--- config.mk ---
export PLATFORM = sky130hd
export DESIGN_NAME = ppi_core
export DESIGN_NICKNAME = d
export VERILOG_FILES = /design/src/rtl/ppi_pkg.sv /design/src/rtl/ppi_rst_sync.sv /design/src/rtl/ppi_ctrl.sv /design/src/rtl/ppi_port.sv /design/src/rtl/ppi_core.sv
export SDC_FILE = /design/constraint.sdc
export NUM_CORES = 1
export LEC_CHECK = 0
export ABC_AREA = 1
export BUFFER_PORTS_ARGS = -buffer_cell sky130_fd_sc_hd__buf_2
export CORE_UTILIZATION = 53
export CTS_CLUSTER_DIAMETER = 60
export DETAILED_ROUTE_END_ITERATION = 10
export GPL_ROUTABILITY_DRIVEN = 0
export GPL_TIMING_DRIVEN = 0
export PLACE_DENSITY_LB_ADDON = 0.2
export SKIP_CTS_REPAIR_TIMING = 1
export SYNTH_ARGS = -nofsm -noshare
export SYNTH_HDL_FRONTEND = slang
export SYNTH_SLANG_ARGS = --single-unit
--- constraint.sdc ---
create_clock -name clk -period 1.65 [get_ports clk]
set_input_delay 0.2475 -clock clk [delete_from_list [all_inputs] [get_ports clk]]
set_output_delay 0.2475 -clock clk [all_outputs]
set_load 0.05 [all_outputs]
--- src/rtl/ppi_pkg.sv ---
package ppi_pkg;

  typedef enum logic [1:0] {
    SEL_A   = 2'b00,
    SEL_B   = 2'b01,
    SEL_C   = 2'b10,
    SEL_CTL = 2'b11
  } sel_e;

  typedef struct packed {
    logic a_in;
    logic b_in;
    logic ch_in;
    logic cl_in;
  } dir_t;

  localparam int unsigned CW_KIND  = 7;
  localparam int unsigned CW_A_DIR = 4;
  localparam int unsigned CW_CH_DIR = 3;
  localparam int unsigned CW_B_DIR = 1;
  localparam int unsigned CW_CL_DIR = 0;
  localparam int unsigned CW_BIT_VAL = 0;

endpackage

--- src/rtl/ppi_rst_sync.sv ---
module ppi_rst_sync #(
  parameter int STAGES = 2
) (
  input  logic clk,
  input  logic rst_n,
  output logic rst_sync_n
);

  logic [STAGES-1:0] sr_q;
  logic [STAGES-1:0] sr_d;

  always_comb begin
    sr_d = {sr_q[STAGES-2:0], 1'b1};
  end

  always_ff @(posedge clk or negedge rst_n) begin
    if (!rst_n) sr_q <= '0;
    else        sr_q <= sr_d;
  end

  assign rst_sync_n = sr_q[STAGES-1];

endmodule

--- src/rtl/ppi_ctrl.sv ---
module ppi_ctrl
  import ppi_pkg::*;
#(
  parameter int W = 8,
  parameter int SIDX_W = 3
) (
  input  logic              clk,
  input  logic              rst_n,
  input  logic              ctl_we,
  input  logic [W-1:0]      wdata,
  output dir_t              dir,
  output logic              mode_load,
  output logic              bsr_en,
  output logic [SIDX_W-1:0] bsr_idx,
  output logic              bsr_val,
  output logic [W-1:0]      ctl_rdata
);

  dir_t dir_q, dir_d;
  logic unused_mode_sel;

  assign unused_mode_sel = ^{wdata[W-2:CW_A_DIR+1], wdata[CW_B_DIR+1]};

  assign mode_load = ctl_we &  wdata[CW_KIND];
  assign bsr_en    = ctl_we & ~wdata[CW_KIND];
  assign bsr_idx   = wdata[SIDX_W:1];
  assign bsr_val   = wdata[CW_BIT_VAL];

  always_comb begin
    dir_d = dir_q;
    if (mode_load) begin
      dir_d.a_in  = wdata[CW_A_DIR];
      dir_d.b_in  = wdata[CW_B_DIR];
      dir_d.ch_in = wdata[CW_CH_DIR];
      dir_d.cl_in = wdata[CW_CL_DIR];
    end
  end

  always_ff @(posedge clk or negedge rst_n) begin
    if (!rst_n)         dir_q <= '1;
    else if (mode_load) dir_q <= dir_d;
  end

  always_comb begin
    ctl_rdata            = '0;
    ctl_rdata[CW_KIND]   = 1'b1;
    ctl_rdata[CW_A_DIR]  = dir_q.a_in;
    ctl_rdata[CW_CH_DIR] = dir_q.ch_in;
    ctl_rdata[CW_B_DIR]  = dir_q.b_in;
    ctl_rdata[CW_CL_DIR] = dir_q.cl_in;
  end

  assign dir = dir_q;

  // a single-bit command leaves the configuration alone
  assert_bsr_keeps_dir_R8: assert property (@(posedge clk) disable iff (!rst_n)
    bsr_en |=> $stable(dir_q));

  // mode word bit 4 becomes the port A direction
  assert_mode_loads_dir_R3: assert property (@(posedge clk) disable iff (!rst_n)
    mode_load |=> (dir_q.a_in == $past(wdata[CW_A_DIR])));

endmodule

--- src/rtl/ppi_port.sv ---
module ppi_port #(
  parameter int W          = 8,
  parameter bit LATCHED_IN = 1'b1,
  parameter int SET_BASE   = 0,
  parameter int SIDX_W     = 3
) (
  input  logic              clk,
  input  logic              rst_n,
  input  logic              clr,
  input  logic              wr_en,
  input  logic [W-1:0]      wdata,
  input  logic              set_en,
  input  logic [SIDX_W-1:0] set_idx,
  input  logic              set_val,
  input  logic              is_input,
  input  logic              hold,
  input  logic [W-1:0]      pin_in,
  output logic [W-1:0]      pin_out,
  output logic [W-1:0]      rd_data
);

  logic [W-1:0] out_q, out_d;
  logic [W-1:0] in_val;

  always_comb begin
    out_d = out_q;
    if (clr) begin
      out_d = '0;
    end else if (wr_en) begin
      out_d = wdata;
    end else if (set_en) begin
      for (int i = 0; i < W; i++) begin
        if (int'(set_idx) == SET_BASE + i) out_d[i] = set_val;
      end
    end
  end

  always_ff @(posedge clk or negedge rst_n) begin
    if (!rst_n) out_q <= '0;
    else        out_q <= out_d;
  end

  generate
    if (LATCHED_IN) begin : g_latch
      logic [W-1:0] in_q, in_d;

      always_comb begin
        in_d = hold ? in_q : pin_in;
      end

      always_ff @(posedge clk or negedge rst_n) begin
        if (!rst_n) in_q <= '0;
        else        in_q <= in_d;
      end

      assign in_val = in_q;

      // sampling is frozen while the port is being read
      assert_hold_freezes_R6: assert property (@(posedge clk) disable iff (!rst_n)
        hold |=> (in_q == $past(in_q)));
    end else begin : g_live
      logic unused_hold;
      assign unused_hold = hold;
      assign in_val      = pin_in;
    end
  endgenerate

  assign rd_data = is_input ? in_val : out_q;
  assign pin_out = is_input ? '0 : out_q;

  // a mode word empties the output latch
  assert_mode_clears_R4: assert property (@(posedge clk) disable iff (!rst_n)
    clr |=> (out_q == '0));

  // a data write lands in the latch one cycle later
  assert_write_lands_R5: assert property (@(posedge clk) disable iff (!rst_n)
    (wr_en && !clr) |=> (out_q == $past(wdata)));

endmodule

--- src/rtl/ppi_core.sv ---
module ppi_core
  import ppi_pkg::*;
#(
  parameter int PW = 8
) (
  input  logic          clk,
  input  logic          rst_n,
  input  logic          cs,
  input  logic          rd,
  input  logic          wr,
  input  logic [1:0]    addr,
  input  logic [PW-1:0] din,
  output logic [PW-1:0] dout,
  input  logic [PW-1:0] pa_in,
  output logic [PW-1:0] pa_out,
  input  logic [PW-1:0] pb_in,
  output logic [PW-1:0] pb_out,
  input  logic [PW/2-1:0] pch_in,
  output logic [PW/2-1:0] pch_out,
  input  logic [PW/2-1:0] pcl_in,
  output logic [PW/2-1:0] pcl_out
);

  localparam int HW     = PW / 2;
  localparam int SIDX_W = $clog2(PW);

  logic              rst_sync_n;
  sel_e              sel;
  logic              we, re;
  dir_t              dir;
  logic              mode_load, bsr_en, bsr_val;
  logic [SIDX_W-1:0] bsr_idx;
  logic [PW-1:0]     ctl_rdata, pa_rd, pb_rd;
  logic [PW-1:0]     pc_pins, pc_drv, pc_rd;
  logic [1:0]        pc_half_in;

  ppi_rst_sync #(.STAGES(2)) u_rst (
    .clk        (clk),
    .rst_n      (rst_n),
    .rst_sync_n (rst_sync_n)
  );

  assign sel = sel_e'(addr);
  assign we  = cs & wr;
  assign re  = cs & rd;

  ppi_ctrl #(.W(PW), .SIDX_W(SIDX_W)) u_ctrl (
    .clk       (clk),
    .rst_n     (rst_sync_n),
    .ctl_we    (we && sel == SEL_CTL),
    .wdata     (din),
    .dir       (dir),
    .mode_load (mode_load),
    .bsr_en    (bsr_en),
    .bsr_idx   (bsr_idx),
    .bsr_val   (bsr_val),
    .ctl_rdata (ctl_rdata)
  );

  ppi_port #(.W(PW), .LATCHED_IN(1'b1), .SET_BASE(0), .SIDX_W(SIDX_W)) u_pa (
    .clk      (clk),
    .rst_n    (rst_sync_n),
    .clr      (mode_load),
    .wr_en    (we && sel == SEL_A),
    .wdata    (din),
    .set_en   (1'b0),
    .set_idx  ('0),
    .set_val  (1'b0),
    .is_input (dir.a_in),
    .hold     (re && sel == SEL_A),
    .pin_in   (pa_in),
    .pin_out  (pa_out),
    .rd_data  (pa_rd)
  );

  ppi_port #(.W(PW), .LATCHED_IN(1'b1), .SET_BASE(0), .SIDX_W(SIDX_W)) u_pb (
    .clk      (clk),
    .rst_n    (rst_sync_n),
    .clr      (mode_load),
    .wr_en    (we && sel == SEL_B),
    .wdata    (din),
    .set_en   (1'b0),
    .set_idx  ('0),
    .set_val  (1'b0),
    .is_input (dir.b_in),
    .hold     (re && sel == SEL_B),
    .pin_in   (pb_in),
    .pin_out  (pb_out),
    .rd_data  (pb_rd)
  );

  assign pc_pins    = {pch_in, pcl_in};
  assign pc_half_in = {dir.ch_in, dir.cl_in};

  generate
    for (genvar h = 0; h < 2; h++) begin : g_pc
      ppi_port #(.W(HW), .LATCHED_IN(1'b0), .SET_BASE(h*HW), .SIDX_W(SIDX_W)) u_half (
        .clk      (clk),
        .rst_n    (rst_sync_n),
        .clr      (mode_load),
        .wr_en    (we && sel == SEL_C),
        .wdata    (din[h*HW +: HW]),
        .set_en   (bsr_en),
        .set_idx  (bsr_idx),
        .set_val  (bsr_val),
        .is_input (pc_half_in[h]),
        .hold     (1'b0),
        .pin_in   (pc_pins[h*HW +: HW]),
        .pin_out  (pc_drv[h*HW +: HW]),
        .rd_data  (pc_rd[h*HW +: HW])
      );
    end
  endgenerate

  assign pch_out = pc_drv[PW-1:HW];
  assign pcl_out = pc_drv[HW-1:0];

  always_comb begin
    dout = '0;
    if (re) begin
      case (sel)
        SEL_A:   dout = pa_rd;
        SEL_B:   dout = pb_rd;
        SEL_C:   dout = pc_rd;
        default: dout = ctl_rdata;
      endcase
    end
  end

  // control readback always carries the mode-word marker
  assert_ctl_marker_R3: assert property (@(posedge clk) disable iff (!rst_sync_n)
    (re && sel == SEL_CTL) |-> dout[CW_KIND]);

  // no read strobe, quiet bus
  assert_idle_bus_R10: assert property (@(posedge clk) disable iff (!rst_sync_n)
    !re |-> (dout == '0));

  // an output port A shows the written byte on its pins next cycle
  assert_pa_drive_R5: assert property (@(posedge clk) disable iff (!rst_sync_n)
    (we && sel == SEL_A && !dir.a_in) |=> (pa_out == $past(din)));

  // an input port B drives nothing
  assert_pb_quiet_R6: assert property (@(posedge clk) disable iff (!rst_sync_n)
    (mode_load && din[CW_B_DIR]) |=> (pb_out == '0));

endmodule

Yosys cells after proc, flatten, opt, wreduce, memory -nomap -nowiden. Cells that the tools add are included. Widths: inputs -> output; s select.

Flip-flop bits (word level): 46. Output and inout bits: 32. Logic and storage cells: 87. Bits of input ports: 39.

Bitwise gates (word level): 5. Reduce and logical (&&, ||, !) cells: 27. Mux-type cells: 28. Equal/unequal tests: 10.

Operators by type and width (number): $mux 8 (9); $mux 4 (10); $reduce_bool 3->1 (9); $pmux 8 s3 (1); $reduce_and 2->1 (8); $eq 3x3->1 const B (4); $mux 1 (8); $eq 3x2->1 const B (2); $logic_and 1x1->1 (6); $and 1x1->1 (4); $eq 2x2->1 const B (2); $reduce_bool 2->1 (2); $eq 3x1->1 const B (1); $logic_not 3->1 (1); $eq 2x1->1 const B (1); $logic_not 2->1 (1); $not 1->1 (1).

Depth between registers and ports, before layout.
Depth after elaboration: 6. Depth in mapped cells: 9. Gate-level depth less buffers: 8.

Modules after synthesis. A second synthesis with hierarchy kept.

Cell total of the unflattened synthesis: 504. Area total of the unflattened synthesis: 3320.7 sq um.

Modules (own cells, without submodules): ppi_port at u_pa ... (area each 970.9 sq um, sequential area each 400.4 sq um, cells an instance 132, times used 2); ppi_core (area each 374.1 sq um, sequential area each 0.0 sq um, cells an instance 82, times used 1); ppi_port at g_pc[1].u_half (area each 347.8 sq um, sequential area each 100.1 sq um, cells an instance 62, times used 1); ppi_port at g_pc[0].u_half (area each 332.8 sq um, sequential area each 100.1 sq um, cells an instance 59, times used 1); ppi_ctrl (area each 270.3 sq um, sequential area each 105.1 sq um, cells an instance 34, times used 1); ppi_rst_sync (area each 53.8 sq um, sequential area each 50.0 sq um, cells an instance 3, times used 1).

Worst setup path after synthesis. No wires, ideal clock.

Kind: flip-flop to output port. Start point: register u_ctrl.dir_q (netlist bit u_ctrl.ctl_rdata[1]). End point: output dout[1]. Setup slack: -0.457 ns. Path buffers: 3. Required time: 1.402 ns. Stages on the path, launching flop included: 6. Data arrival time: 1.859 ns. Cells stage by stage: dfstp_2 > buf_2 > buf_2 > buf_2 > o21ai_0 > a21oi_1.

Longest elaborated chain between the ends: 3.

RTL lines: start, declared (RTL line ppi_ctrl.sv:19) `dir_t dir_q, dir_d;`; start signal, assigned (RTL line ppi_ctrl.sv:41) `else if (mode_load) dir_q <= dir_d;`; $mux 8 (RTL line ppi_port.sv:68) `assign rd_data = is_input ? in_val : out_q;`; $pmux 8 s3 (*) (RTL line ppi_core.sv:121) `case (sel)`; $mux 8 (*) (RTL line ppi_core.sv:120) `if (re) begin`; end, declared (RTL line ppi_core.sv:13) `output logic [PW-1:0] dout,`.

Mark *: on every way between the ends. The rest lies on a longest branch, timed or not.

Worst setup path in the final report.
Start point: register u_ctrl.dir_q (netlist bit u_ctrl.ctl_rdata[4]). End point: output dout[3].

Longest elaborated chain between the ends: 3.

RTL lines (RTL line): $mux 8 (ppi_port.sv:68); $pmux 8 s3 (ppi_core.sv:121); $mux 8 (ppi_core.sv:120).

Every way passes these cells.

==> flow_metrics.env <==
export IMPL_required_ps=1400
export IMPL_clock_sinks=46
export IMPL_cp_top_family="flip-flops"
export IMPL_power_density_mw_per_mm2=1120
export IMPL_critPathLaunchType="flop"
export IMPL_totalWireLength_um=7830
export IMPL_cts_tree="yes"
export IMPL_synth_adder_area_share_pct=0
export IMPL_worstPathArrival_ps=1700
export IMPL_synth_cells=372
export IMPL_die_h_um=74.6
export IMPL_clockBufferDepth=2
export IMPL_dpl_cell_area_mm2=0.00331
export IMPL_fin_setup_tns_ps=-3570
export IMPL_synth_xor_area_share_pct=0
export IMPL_status="finished, violations left"
export IMPL_cts_clk_slew_worst_paths_ps=90
export IMPL_nets=497
export IMPL_hold_class="primary input to flop"
export IMPL_skew_ps=8.77
export IMPL_area_delta_synth_final_pct=34.2
export IMPL_crit_fanout=7
export IMPL_synthMuxAreaShare_pct=6.45
export IMPL_yosys_area_share_simple_pct=30.9
export IMPL_seq_area_frac_synth_pct=41.4
export IMPL_grt_pass1_wl_um=11300
export IMPL_via_per_inst=5.28
export IMPL_core_mm2=0.00511
export IMPL_grt_max_degree=28
export IMPL_max_cap_viol_count=0
export IMPL_report_final_slew_viol_count=0
export IMPL_drc_errors=0
export IMPL_irDropWorstVdd_mv=0.780
export IMPL_wl_per_cell_um=14.8
export IMPL_period_share_pct=118
export IMPL_vias=2793
export IMPL_cp_end_kind="output port"
export IMPL_slowest_stage="dfstp_2"
export IMPL_die_w_um=74.6
export IMPL_setup_ws_ps=-294
export IMPL_drtAntennaViolNets=0
export IMPL_cts_max_level=2
export IMPL_synth_fp_nets=411
export IMPL_p_leak_nw=1.93
export IMPL_fin_area_mm2=0.00375
export IMPL_syn_avg_cell_area_um2=7.51
export IMPL_ios=71
export IMPL_ys_warnings_count=0
export IMPL_crit_buf_inv=3
export IMPL_layout_drive_gt1_share_pct=38.3
export IMPL_synth_compound_area_share_pct=11.2
export IMPL_grt_pass1_vias=2467
export IMPL_io_buffers=69
export IMPL_finalHoldViolCount=0
export IMPL_drt_iter0_markers=178
export IMPL_cts_root_buffer="clkbuf_8"
export IMPL_max_freq_mhz=514
export IMPL_yosysUniqueCellTypes=26
export IMPL_synth_area_mm2=0.00279
export IMPL_path_cells="buf_6 -> nand2_2 -> o21ai_1 -> nand2_1 -> nand2_2 -> inv_2 -> a21oi_4 -> buf_6"
export IMPL_grt_antenna_before_repair=0
export IMPL_overflow=0
export IMPL_ys_seq_elements=46
export IMPL_violations="negative setup slack"
export IMPL_rsz0062_at_grt="true"
export IMPL_synth_top_family_by_area="simple AND/OR/NAND/NOR gates"
export IMPL_drt_pass1_iter_count=5
export IMPL_n_antenna_cell=0
export IMPL_clk_latency_ps=310
export IMPL_row_count=26
export IMPL_setup_viol=23
export IMPL_nFillCells=399
export IMPL_die_area_mm2=0.00557
export IMPL_dp_hpwl_um=5490
export IMPL_period_needed_ps=1940
export IMPL_crit_type="flop to output port"
export IMPL_grt_use_total_pct=27.4
export IMPL_cts_made_buffers=5
export IMPL_start_util_pct=54.7
export IMPL_final_util_pct=73.4
export IMPL_critPathMaxStageDelay_ps=620
[path summary, 6_finish.rpt]
kind                                            startpoint                                to  slack (ps)  cells after the start
setup / recovery           u_ctrl.ctl_rdata[4]$_DFFE_PN1N_                           dout[3]        -290                      8
hold / removal                                    pa_in[6]  u_pa.g_latch.in_q[6]$_DFFE_PN0N_         160                      2
setup reg to reg           u_ctrl.ctl_rdata[1]$_DFFE_PN1N_   u_ctrl.ctl_rdata[1]$_DFFE_PN1N_         390                      5
hold reg to reg                    u_rst.sr_q[1]$_DFF_PN0_  u_pb.g_latch.in_q[1]$_DFFE_PN0N_         210                      0
max in group asynchronous          u_rst.sr_q[1]$_DFF_PN0_   u_ctrl.ctl_rdata[3]$_DFFE_PN1N_         870                      1
min in group asynchronous          u_rst.sr_q[1]$_DFF_PN0_  u_pb.g_latch.in_q[1]$_DFFE_PN0N_         210                      0
[flip-flops by register name (all words and copies together), names as in the netlist]
signal / cells
u_pa.out_q: 8
g_pc.u_half.out_q: 8
u_pb.out_q: 8
u_pa.g_latch.in_q: 8
u_pb.g_latch.in_q: 8
u_rst.sr_q: 2
u_ctrl.ctl_rdata: 4
[Yosys cell counts]
cell	n	area share (%)
inv_4	1	0.22
nand3_1	22	3.9
nor2_1	37	5.0
nor2_2	3	0.67
o21ai_0	43	7.7
a21oi_1	5	0.90
nand2_2	4	0.90
dfstp_2	4	3.8
o22ai_1	2	0.45
clkbuf_1	2	0.27
clkinv_1	1	0.13
inv_2	2	0.27
nor2_8	3	2.1
or2_2	1	0.22
buf_6	5	2.0
o21ai_1	12	2.1
nor2_4	1	0.40
inv_1	41	5.5
nand4_1	2	0.45
conb_1	1	0.13
buf_4	1	0.27
dfrtp_1	42	38
nand2_4	7	2.8
nand2_1	107	14
buf_2	7	1.3
mux2_2	16	6.4
[metal layers]
metal  share of wire (%)  GRT usage [%]  routed length, um  vias to the layer above
li1                    -              -                  -                     1347
met1                  42           38.8               3330                     1297
met2                  48           42.2               3800                      132
met3                 6.8           3.79                530                       17
met4                 2.2           11.5                173                        0
met5                   0              0                  0                        -
[through the flow]
step                instances  total power, mW  hold WS [ps]  worst slack, ps
CTS                       520             3.83          -303             -616
global route              529             4.38           157             -371
detailed placement        512             2.98          34.6             -286
global placement          511             2.93          32.2             -269
floorplan                 372             2.60         -48.1            -55.3
finish                    529             4.18           161             -294
[report_power, final]
part	internal (mW)	leakage, nW	switching (mW)	total, mW
Combinational	0.634	1.33	1.25	1.89
Sequential	1.32	0.551	0.115	1.44
Clock	0.453	0.0514	0.408	0.860
[placed cells by master, fill, tap and decap left out, drive strengths merged]
master / count
dfrtp: 42
nand4: 2
bufinv: 1
o21ai: 55
inv: 44
nor2: 44
nand2: 118
conb: 1
or2: 1
clkbuf: 6
nand3: 22
dfstp: 4
clkinvlp: 1
o22ai: 2
a21oi: 5
mux2: 16
buf: 93
clkinv: 1
dlygate4sd3: 1
[final cells by class]
type	instances	area, um^2	share of cell area (%)
Buffer	13	140	3.74
Clock buffer	6	72.6	1.94
Clock inverter	2	37.5	1.00
Inverter	45	171	4.57
Multi-Input combinational cell	266	1500	40.0
Sequential cell	46	1160	30.9
Tap cell	70	87.6	2.34
Timing Repair Buffer	81	582	15.5
[logic make-up (layout without fill, tap and decap cells)]
group	count (synthesis)	count (layout)
AOI/OAI and AO/OA	62	62
muxes	16	16
and+or+nand+nor	187	187
other	1	1
DFF	46	46
buffers and inverters	60	147
(Power assumes the default switching activity.)
